--- src/rtl/bpc_pkg.sv ---
package bpc_pkg;
  localparam int unsigned DEF_CLK_HZ    = 50_000_000;
  localparam int unsigned DEF_SETTLE_US = 10_000;

  function automatic int unsigned settle_cycles(input int unsigned clk_hz,
                                                input int unsigned us);
    return us * (clk_hz / 1_000_000);
  endfunction
endpackage

--- src/rtl/bpc_input_reg.sv ---
module bpc_input_reg #(
  parameter int unsigned SYNC_STAGES = 2,
  parameter bit          ACTIVE_LOW  = 1'b1
) (
  input  logic clk_i,
  input  logic rst_ni,
  input  logic raw_i,
  output logic pressed_o
);
  localparam logic POL = ACTIVE_LOW;

  logic [SYNC_STAGES-1:0] sr_q;

  generate
    if (SYNC_STAGES == 1) begin : g_one
      always_ff @(posedge clk_i or negedge rst_ni) begin
        if (!rst_ni) sr_q <= '0;
        else         sr_q <= raw_i ^ POL;
      end
    end else begin : g_chain
      always_ff @(posedge clk_i or negedge rst_ni) begin
        if (!rst_ni) sr_q <= '0;
        else         sr_q <= {sr_q[SYNC_STAGES-2:0], raw_i ^ POL};
      end
    end
  endgenerate

  assign pressed_o = sr_q[SYNC_STAGES-1];

  initial assert (SYNC_STAGES >= 1);
endmodule

--- src/rtl/bpc_settle_filter.sv ---
module bpc_settle_filter #(
  parameter int unsigned SETTLE_CYCLES = 500_000
) (
  input  logic clk_i,
  input  logic rst_ni,
  input  logic sample_i,
  output logic level_o
);
  localparam int unsigned TW = (SETTLE_CYCLES > 1) ? $clog2(SETTLE_CYCLES) : 1;
  localparam logic [TW-1:0] LAST = TW'(SETTLE_CYCLES - 1);

  logic          level_q;
  logic [TW-1:0] tmr_q;

  always_ff @(posedge clk_i or negedge rst_ni) begin
    if (!rst_ni) begin
      level_q <= 1'b0;
      tmr_q   <= '0;
    end else if (sample_i == level_q) begin
      tmr_q   <= '0;
    end else if (tmr_q == LAST) begin
      level_q <= sample_i;
      tmr_q   <= '0;
    end else begin
      tmr_q   <= tmr_q + TW'(1);
    end
  end

  assign level_o = level_q;

  initial assert (SETTLE_CYCLES >= 2);

  // level moves only at the end of a full window
  assert_level_window_R3: assert property (@(posedge clk_i) disable iff (!rst_ni)
    !$stable(level_q) |-> $past(tmr_q) == LAST);

  // agreeing sample keeps the level
  assert_level_match_hold_R3: assert property (@(posedge clk_i) disable iff (!rst_ni)
    (sample_i == level_q) |=> $stable(level_q));

  assert_timer_bound_R3: assert property (@(posedge clk_i) disable iff (!rst_ni)
    tmr_q <= LAST);
endmodule

--- src/rtl/bpc_rise_pulse.sv ---
module bpc_rise_pulse (
  input  logic clk_i,
  input  logic rst_ni,
  input  logic level_i,
  output logic pulse_o
);
  logic prev_q, pulse_q;

  always_ff @(posedge clk_i or negedge rst_ni) begin
    if (!rst_ni) begin
      prev_q  <= 1'b0;
      pulse_q <= 1'b0;
    end else begin
      prev_q  <= level_i;
      pulse_q <= level_i & ~prev_q;
    end
  end

  assign pulse_o = pulse_q;

  assert_press_one_cycle_R5: assert property (@(posedge clk_i) disable iff (!rst_ni)
    pulse_q |=> !pulse_q);

  // a pulse only follows a level that is now high
  assert_press_needs_level_R5: assert property (@(posedge clk_i) disable iff (!rst_ni)
    pulse_q |-> level_i);
endmodule

--- src/rtl/bpc_event_count.sv ---
module bpc_event_count #(
  parameter int unsigned CNT_W = 8
) (
  input  logic             clk_i,
  input  logic             rst_ni,
  input  logic             event_i,
  output logic [CNT_W-1:0] count_o
);
  logic [CNT_W-1:0] count_q;

  always_ff @(posedge clk_i or negedge rst_ni) begin
    if (!rst_ni)      count_q <= '0;
    else if (event_i) count_q <= count_q + CNT_W'(1);
  end

  assign count_o = count_q;

  assert_count_hold_R6: assert property (@(posedge clk_i) disable iff (!rst_ni)
    !event_i |=> $stable(count_q));

  assert_count_moves_R6: assert property (@(posedge clk_i) disable iff (!rst_ni)
    event_i |=> !$stable(count_q));
endmodule

--- src/rtl/btn_press_counter.sv ---
module btn_press_counter #(
  parameter int unsigned CLK_HZ      = bpc_pkg::DEF_CLK_HZ,
  parameter int unsigned SETTLE_US   = bpc_pkg::DEF_SETTLE_US,
  parameter int unsigned SYNC_STAGES = 2,
  parameter bit          ACTIVE_LOW  = 1'b1,
  parameter int unsigned CNT_W       = 8
) (
  input  logic             clk_i,
  input  logic             rst_ni,
  input  logic             btn_raw_i,
  output logic             level_o,
  output logic             press_o,
  output logic [CNT_W-1:0] count_o
);
  localparam int unsigned SETTLE_CYCLES = bpc_pkg::settle_cycles(CLK_HZ, SETTLE_US);

  logic pressed_s, level_s, press_s;

  bpc_input_reg #(.SYNC_STAGES(SYNC_STAGES), .ACTIVE_LOW(ACTIVE_LOW)) u_in (
    .clk_i(clk_i), .rst_ni(rst_ni), .raw_i(btn_raw_i), .pressed_o(pressed_s));

  bpc_settle_filter #(.SETTLE_CYCLES(SETTLE_CYCLES)) u_flt (
    .clk_i(clk_i), .rst_ni(rst_ni), .sample_i(pressed_s), .level_o(level_s));

  bpc_rise_pulse u_edge (
    .clk_i(clk_i), .rst_ni(rst_ni), .level_i(level_s), .pulse_o(press_s));

  bpc_event_count #(.CNT_W(CNT_W)) u_cnt (
    .clk_i(clk_i), .rst_ni(rst_ni), .event_i(press_s), .count_o(count_o));

  assign level_o = level_s;
  assign press_o = press_s;
endmodule

--- config.mk ---
export PLATFORM = sky130hd
export DESIGN_NAME = btn_press_counter
export DESIGN_NICKNAME = d
export VERILOG_FILES = /design/src/rtl/bpc_pkg.sv /design/src/rtl/bpc_input_reg.sv /design/src/rtl/bpc_settle_filter.sv /design/src/rtl/bpc_rise_pulse.sv /design/src/rtl/bpc_event_count.sv /design/src/rtl/btn_press_counter.sv
export SDC_FILE = /design/constraint.sdc
export NUM_CORES = 1
export LEC_CHECK = 0
export CAP_MARGIN = 0
export CORE_MARGIN = 2
export CORE_UTILIZATION = 54
export CTS_CLUSTER_DIAMETER = 100
export DETAILED_ROUTE_END_ITERATION = 6
export PLACE_DENSITY = 0.75
export SLEW_MARGIN = 20
export SYNTH_ARGS = -nofsm -noshare
export SYNTH_HDL_FRONTEND = slang
export SYNTH_SLANG_ARGS = --single-unit
--- constraint.sdc ---
create_clock -name clk_i -period 2.85 [get_ports clk_i]
set_clock_uncertainty 0.05 [all_clocks]
set_input_delay 0.57 -clock clk_i [delete_from_list [all_inputs] [get_ports clk_i]]
set_output_delay 0.57 -clock clk_i [all_outputs]
set_load 0.05 [all_outputs]
==> out/qor.csv, run 1 <==
metric;value;unit
cells on worst reg2reg path;5;
routed length per instance;14.3;um
CTS resizes;0;
core area;2690;um^2
static leakage;0.738;nW
initial antenna violation count;0;
Clock Tree Root;clkbuf_4;
post-synthesis simple-gate area fraction;0.235;
Cell Pwr Density;443;nW/um^2
gr usage total;0.190;
Clock Pin Slew Worst Setup and Hold Paths;90;ps
XOR/XNOR share of the synthesized area;0.134;
Synth area leader;dfrtp_1;
first-pass GRT wire length;4710;um
RSZ-0062 raised after global routing;no;
post-synthesis cell type count;29;
Hold Crit Class;flop to flop;
Synth top area share;0.534;
Primary FF master, synth;dfrtp_1;
Comb power frac;0.033;
IO Count;13;
Via density;5.66;
PortBufs;12;
GPL Wtd Cong;0.803;
HPWL after detailed placement;1990;um
share of layout cells above drive strength 1;0.106;
hold_sp;u_in.sr_q[0];
Storage cell area;801;um^2
worst-skew pair later-pin latency;330;ps
total die area;3210;um^2
CP top delay family;buffers and inverters;
final WL;2610;um
final setup margin;604;ps
outcome;finished clean;
number of fill cells;237;
sequential area share after synthesis;0.534;
CP cell instances;clkdlybuf4s50_1;
syn_nets;138;
hold path cells;0;
Area contributors post-synth;dfrtp_1 (53%), xnor2_1 (7.6%), xor2_1 (5.8%), nor2_1 (5.0%), nand3_1 (3.3%);
CP max stage cell;clkdlybuf4s50_1;
die height;56.7;um
critical path class;flop to primary output;
final-report max-slew violation count;0;
area occupied by multi-input gates;659;um^2
Detailed Route Iter0 Violations;17;
clock network fraction of total power;0.348;
H-tree Lvls;2;
clk buf depth;2;
Flop pwr share;0.618;
grt ovf;0;
Post CTS Setup Buffer Count;0;
adder-cell share of the synthesized area;0.0167;
Hold Fails Final Rpt;0;
Cells after Synth;133;
row count;19;
sw power;0.163;mW
CTS tree;built;
hold path endpoint;u_in.sr_q[1];
Yosys Warn Count;0;
TritonCTS Buffers;5;
Critical Path AT;1630;ps
Area Growth Syn to Fin;13.2;%
post-synthesis mux area share;0.0217;
Worst-Margin Slew;647;ps
dpl ws;797;ps
ANT cells;0;
CP startpoint kind;flop;
period utilization;0.788;
largest family of logic cells by synthesized area;simple AND/OR/NAND/NOR gates;
Routed Antenna Nets;0;
Worst VDD drop;305;uV
final setup vio count;0;
flop2flop setup slack;770;ps
fin nets;155;
vias in the first global route;1073;
initial core utilization;0.558;
die width;56.7;um
cell area after synthesis;1500;um^2
post-layout minimum cycle time;2250;ps
# DRC;0;
CP required;2230;ps
reg-to-reg endpoint;u_flt.tmr_q[11];
CP endpoint kind;primary output;
post-synthesis register bit count;32;
Synth Area in Compound Gates;0.0326;
fraction of registers with async set/reset;1.00;
TNS Setup;0;ps
via count;1031;
RR Startpoint;u_flt.tmr_q[0];
crit path buf inv count;1;
clock sink total;32;
hold_buf cts;0;
largest net degree at the start of global routing;33;
Switching Share;0.217;
crit-path max cell delay;840;ps
Max-slew headroom;0.569;
Int Pwr;0.588;mW
Max-cap violations;0;
Pre-antenna DRT Iters;5;
FMAX;445;MHz
CP Max Fanout;7;
mean area per synthesized cell;11.3;um^2
number of synthesized flops with an enable pin;0;
## synthesized netlist by cell type (2+ instances only)
cell / count
nor4_1: 5
nand2_1: 5
mux2_2: 2
dfrtp_1: 32
nand4_2: 3
nor3_1: 2
a21oi_1: 3
nor2_1: 20
nand4_1: 7
nand3_1: 10
buf_6: 2
inv_1: 3
xnor2_1: 13
ha_1: 2
xor2_1: 10
## registers in the layout, summed over array words and instances (netlist names)
signal          flops
u_cnt.count_o       8
u_edge.prev_q       1
u_edge.pulse_o      1
u_flt.level_o       1
u_flt.tmr_q        19
u_in.sr_q           2
## worst max path at each step
stage,from,endpoint,slack [ps],depth (start not counted)
after floorplan,u_flt.tmr_q[0],u_flt.level_o,1070,6
after global routing,u_edge.pulse_o,press_o,540,1
after global placement,u_flt.tmr_q[0],u_flt.tmr_q[10],870,5
after detailed placement,u_flt.tmr_q[0],u_flt.tmr_q[11],800,5
after CTS,u_edge.pulse_o,press_o,580,1
final,u_edge.pulse_o,press_o,600,1
## final cells by class
class	instances	area share
inverters	3	0.00664
repair buffers	13	0.0752
clock buffers	8	0.0347
flip-flops and latches	32	0.472
well taps	31	0.0229
multi-input cells	95	0.389
## cell families after synthesis
group | Yosys count
AND/OR/NAND/NOR | 61
flip-flops | 32
XOR/XNOR | 23
AO/OA/AOI/OAI | 6
buffers and inverters | 6
multiplexers | 3
adder cells (fa/ha/maj) | 2
## stage by stage
step / hold slack [ps] / total power, mW / cells / cell area [um^2] / utilization
3_5_place_dp: 304 / 0.500 / 174 / 1640 / 0.610
4_1_cts: 325 / 0.761 / 182 / 1700 / 0.632
3_3_place_gp: 291 / 0.498 / 174 / 1640 / 0.610
6_report: 322 / 0.751 / 182 / 1700 / 0.632
2_1_floorplan: 224 / 0.484 / 133 / 1500 / -
5_1_grt: 338 / 0.785 / 182 / 1700 / 0.632
## routing by layer
layer | global-route usage | wire [um]
met1 | 0.237 | 1180
met3 | 0.0530 | 113
met4 | 0.0748 | 20
met5 | 0 | 0
met2 | 0.312 | 1290
## cells in the final DEF (no fill, tap or decap), drive strengths merged, types with 3 or more instances in the layout
cell / count
clkdlybuf4s50: 12
nand2: 5
nor2: 20
nand3: 10
inv: 3
nand4: 10
dfrtp: 32
clkbuf: 8
xnor2: 13
a21oi: 3
nor4: 6
xor2: 10
## power by group through the flow
stage / logic [mW] / clock network, mW / registers, mW
6_report: 0.0251 / 0.262 / 0.465
5_1_grt: 0.0290 / 0.291 / 0.466
4_1_cts: 0.0264 / 0.271 / 0.464
3_5_place_dp: 0.0262 / 0 / 0.474
3_3_place_gp: 0.0253 / 0 / 0.473
2_1_floorplan: 0.0122 / 0 / 0.472
Note: power is estimated with default switching activity, not from simulation.
==> run 2, diff against run 1 <==
--- a/config.mk
+++ b/config.mk
@@ -7,10 +7,10 @@
 export LEC_CHECK = 0
 export CAP_MARGIN = 0
 export CORE_MARGIN = 2
-export CORE_UTILIZATION = 54
+export CORE_UTILIZATION = 50
 export CTS_CLUSTER_DIAMETER = 100
 export DETAILED_ROUTE_END_ITERATION = 6
-export PLACE_DENSITY = 0.75
+export PLACE_DENSITY = 0.73
 export SLEW_MARGIN = 20
 export SYNTH_ARGS = -nofsm -noshare
 export SYNTH_HDL_FRONTEND = slang
==> constraint.sdc (replaced) <==
create_clock -name clk_i -period 2 [get_ports clk_i]
set_clock_uncertainty 0.05 [all_clocks]
set_input_delay 0.4 -clock clk_i [delete_from_list [all_inputs] [get_ports clk_i]]
set_output_delay 0.4 -clock clk_i [all_outputs]
set_load 0.05 [all_outputs]
==> run 2 against run 1 <==
Against the previous run: the run now ends with DRC left; combinational power grew 73%; final cell count grew 1.1%; clock power grew 42%; die area grew 7.4%; routed wire length shrank 3.6%; flip-flop and latch count is the same; largest cell class unchanged; largest power group unchanged.
==> out/qor.csv, run 2 (synthesis gave the netlist of run 1 again) <==
metric;value;unit
grt ovf;0;
Cell Pwr Density;626;nW/um^2
Area Growth Syn to Fin;14.7;%
PortBufs;12;
CP required;2190;ps
HPWL after detailed placement;1830;um
first-pass GRT wire length;4490;um
Comb power frac;0.040;
CP endpoint kind;flop;
placed instance area;1650;um^2
fin nets;157;
outcome;complete, but fails checks;
period utilization;0.945;
RSZ-0062 raised after global routing;no;
Worst-Margin Slew;502;ps
IO Count;13;
TNS Setup;0;ps
reg-to-reg endpoint;u_flt.tmr_q[18];
most common cell after layout, fill and taps aside;dfrtp_1;
hold_sp;u_in.sr_q[0];
Pre-antenna DRT Iters;6;
ANT cells;0;
share of layout cells above drive strength 1;0.176;
critical path class;flop to flop;
Routed Antenna Nets;0;
CTS tree;built;
vias in the first global route;1017;
Final Cell Area;1720;um^2
cells on worst reg2reg path;5;
worst hold margin;307;ps
post-layout minimum cycle time;1890;ps
initial antenna violation count;0;
sw power;0.239;mW
hold path endpoint;u_in.sr_q[1];
clock network fraction of total power;0.346;
final setup margin;110;ps
gr usage total;0.179;
hold path cells;0;
# DRC;2;
worst-skew pair later-pin latency;320;ps
Switching Share;0.222;
Hold Fails Final Rpt;0;
Via density;5.64;
dpl ws;67.8;ps
Storage cell area;801;um^2
number of fill cells;226;
Detailed Route Iter0 Violations;25;
Flop pwr share;0.614;
clk buf depth;2;
largest net degree at the start of global routing;33;
initial core utilization;0.534;
flop2flop setup slack;110;ps
Int Pwr;0.838;mW
TritonCTS Buffers;5;
Worst VDD drop;429;uV
Max-cap violations;0;
final WL;2510;um
max FFs per register;19;
Critical Path AT;2080;ps
via count;1038;
die width;58.8;um
GPL Wtd Cong;0.808;
die height;58.8;um
Post CTS Setup Buffer Count;0;
total die area;3450;um^2
Max-slew headroom;0.665;
failing checks;DRC;
CP Max Fanout;5;
clock sink total;32;
FMAX;529;MHz
core area;2810;um^2
Clock Tree Root;clkbuf_4;
routed length per instance;13.7;um
H-tree Lvls;2;
Hold Crit Class;flop to flop;
area occupied by multi-input gates;664;um^2
RR Startpoint;u_flt.tmr_q[1];
Clock Pin Slew Worst Setup and Hold Paths;90;ps
row count;19;
static leakage;0.818;nW
most frequent cells in the layout;dfrtp_1 (32), nor2_1 (20), xnor2_1 (13);
final-report max-slew violation count;0;
Biggest register;u_flt.tmr_q;
CP startpoint kind;flop;
final setup vio count;0;
-- run 2: cell count changes in the layout (fill, tap and decap cells not counted), sizes merged --
cell and delta:
buf +8, clkbuf -2, clkdlybuf4s50 -10, clkinv +2, dlygate4sd2 +2, dlymetal6s2s +2
-- run 2: repair_timing --
item                                    CTS  global route
resized for setup                         2             3
hold buffers                              0             0
endpoints found under the setup margin    2             3
-- run 2: through the flow --
step,utilization,total power [mW],cells
5_1_grt,0.613,1.13,184
3_5_place_dp,0.588,0.718,176
2_1_floorplan,-,0.690,133
4_1_cts,0.609,1.10,184
6_report,0.613,1.08,184
3_3_place_gp,0.588,0.716,176
-- run 2: power groups by stage --
stage / registers (mW) / clock network [mW] / logic [mW]
final: 0.661 / 0.373 / 0.0433
after global routing: 0.662 / 0.422 / 0.0509
after CTS: 0.661 / 0.392 / 0.0449
after detailed placement: 0.673 / 0 / 0.0448
after global placement: 0.673 / 0 / 0.0438
after floorplan: 0.673 / 0 / 0.0174
-- run 2: layout make-up --
type,count,share of cell area
timing repair buffer,15,0.0830
tap,31,0.0226
multi-input combinational,95,0.386
sequential,32,0.466
inverter,3,0.00655
clock buffer,6,0.0298
clock inverter,2,0.00582
-- run 2: worst max-delay path by stage --
stage               slack [ps]               to              from  cells past startpoint
global route                 5  u_flt.tmr_q[18]    u_flt.tmr_q[1]                      5
detailed placement          70    u_flt.level_o    u_flt.tmr_q[1]                      5
floorplan                  220    u_flt.level_o    u_flt.tmr_q[0]                      6
global placement           160    u_flt.level_o    u_flt.tmr_q[1]                      5
finish                     110  u_flt.tmr_q[18]    u_flt.tmr_q[1]                      5
CTS                          2       count_o[6]  u_cnt.count_o[6]                      1
-- run 2: per-layer routing --
metal  up-vias  routed length (um)  global-route usage
met2        20                1230               0.281
met3         6                  94              0.0462
met4         0                  42              0.0974
met1       501                1140               0.225
met5         -                   0                   0
li1        511                   -                   -
-- run 2: critical path: stages (launching register included) --
cell and delay (ps):
dfrtp_1 410, ha_1 250, and3_1 300, nand4_1 210, or4_1 430, a21oi_1 170
==> run 3, diff against run 2 <==
--- a/config.mk
+++ b/config.mk
@@ -10,7 +10,9 @@
 export CORE_UTILIZATION = 50
 export CTS_CLUSTER_DIAMETER = 100
 export DETAILED_ROUTE_END_ITERATION = 6
+export GPL_TIMING_DRIVEN = 0
 export PLACE_DENSITY = 0.73
+export SKIP_LAST_GASP = 1
 export SLEW_MARGIN = 20
 export SYNTH_ARGS = -nofsm -noshare
 export SYNTH_HDL_FRONTEND = slang
==> run 3 against run 2 <==
Against the previous run: the flow still finishes with violations (DRC); via count increased by 2.4%; register-to-register slack hardly changed; hold slack got worse by 270 ps; final cell count is 1.1% higher; routed wire length increased by 7.2%; non-clock buffer count grew 2; critical endpoint is now count_o[7].
==> out/qor.csv, run 3 (synthesis gave the netlist of run 1 again) <==
metric;value;unit
dpl ws;-3.05;ps
post-layout minimum cycle time;1970;ps
CTS tree;built;
Biggest register;u_flt.tmr_q;
final setup margin;32.0;ps
Comb power frac;0.036;
placed instance area;1650;um^2
via count;1063;
Routed Antenna Nets;0;
Flop pwr share;0.610;
CP Max Fanout;2;
Hold Crit Class;input pin to async pin;
GPL Wtd Cong;0.851;
critical path class;flop to primary output;
outcome;complete, but fails checks;
most frequent cells in the layout;dfrtp_1 (32), nor2_1 (20), xnor2_1 (13);
HPWL after detailed placement;1880;um
CP max stage cell;clkdlybuf4s50_1;
clk buf depth;2;
final-report max-slew violation count;0;
CP top delay family;buffers and inverters;
first-pass GRT wire length;5010;um
gr usage total;0.196;
Pre-antenna DRT Iters;6;
fin nets;159;
H-tree Lvls;2;
clock network fraction of total power;0.354;
Detailed Route Iter0 Violations;40;
final WL;2700;um
Hold Fails Final Rpt;0;
Critical Path AT;1520;ps
total die area;3450;um^2
Cell Pwr Density;628;nW/um^2
Worst-Margin Slew;677;ps
grt ovf;0;
Switching Share;0.226;
Core Util, Final;0.616;
Max-cap violations;0;
ANT cells;0;
Clock Pin Slew Worst Setup and Hold Paths;100;ps
CP startpoint kind;flop;
Via density;5.72;
FMAX;508;MHz
period utilization;0.984;
crit path buf inv count;1;
vias in the first global route;1123;
initial core utilization;0.534;
clock sink total;32;
static leakage;0.818;nW
Max-slew headroom;0.549;
Worst VDD drop;390;uV
worst-skew pair later-pin latency;340;ps
crit-path max cell delay;810;ps
CP cell instances;clkdlybuf4s50_1;
CP required;1550;ps
row count;19;
sw power;0.245;mW
core area;2810;um^2
# DRC;2;
routed length per instance;14.5;um
Area Growth Syn to Fin;15.4;%
largest net degree at the start of global routing;33;
Clock Tree Root;clkbuf_4;
worst hold margin;34.8;ps
CP endpoint kind;primary output;
failing checks;DRC;
share of layout cells above drive strength 1;0.148;
Int Pwr;0.841;mW
TritonCTS Buffers;5;
most common cell after layout, fill and taps aside;dfrtp_1;
final setup vio count;0;
die height;58.8;um
max FFs per register;19;
initial antenna violation count;0;
IO Count;13;
die width;58.8;um
PortBufs;12;
Tot Pwr;1.09;mW
Final Cell Area;1730;um^2
## run 3: changes by cell type in the layout (fill, tap and decap cells not counted), moves of 2 or more
cell / previous run / this run
clkinv_2: 2 / 0
dlygate4sd2_1: 2 / 9
dlymetal6s2s_1: 2 / 0
buf_6: 0 / 2
clkbuf_1: 0 / 2
buf_4: 8 / 2
## run 3: final cells by class
| class | count | area, um^2 |
|---|---|---|
| Fill cell | 238 | 1080 |
| Sequential cell | 32 | 801 |
| Multi-Input combinational cell | 95 | 673 |
| Timing Repair Buffer | 14 | 119 |
| Clock buffer | 8 | 58.8 |
| Tap cell | 31 | 38.8 |
| Buffer | 3 | 27.5 |
| Inverter | 3 | 11.3 |
## run 3: final timing paths
| kind | startpoint | cells after the start | slack (ps) | end |
|---|---|---|---|---|
| worst min-delay path | rst_ni | 1 | 30 | u_flt.tmr_q[5] |
| worst min register to register | u_in.sr_q[0] | 0 | 320 | u_in.sr_q[1] |
| worst max register to register | u_flt.tmr_q[0] | 7 | 100 | u_flt.tmr_q[16] |
| min in group clk_i | u_in.sr_q[0] | 0 | 320 | u_in.sr_q[1] |
| worst max-delay path | u_cnt.count_o[7] | 1 | 30 | count_o[7] |
| max in group asynchronous | rst_ni | 1 | 1420 | u_flt.tmr_q[11] |
## run 3: stage by stage
step | std cells | setup TNS [ps]
detailed placement | 176 | -3.05
finish | 186 | 0
floorplan | 133 | 0
CTS | 184 | -7.00
global route | 186 | -2.58
global placement | 176 | -1630
## run 3: metal layers
layer  wire length, um  up-vias  share of wire  track usage
met5                 0        -              0            0
met3                96        9          0.036       0.0462
met1              1190      527           0.44        0.246
li1                  -      509              -            -
met4                78        0          0.029        0.117
met2              1330       18           0.49        0.308
## run 3: power groups by stage
stage / registers (mW) / logic (mW) / clock network [mW]
global placement: 0.674 / 0.0370 / 0
floorplan: 0.673 / 0.0174 / 0
detailed placement: 0.675 / 0.0382 / 0
global route: 0.664 / 0.0463 / 0.412
finish: 0.662 / 0.0395 / 0.384
CTS: 0.662 / 0.0382 / 0.392
## run 3: timing repair
item                       CTS  global route
buffers inserted             0             2
hold buffers                 0             0
resized for setup           10             2
pin swaps                    0             1
setup endpoints to repair   10            11
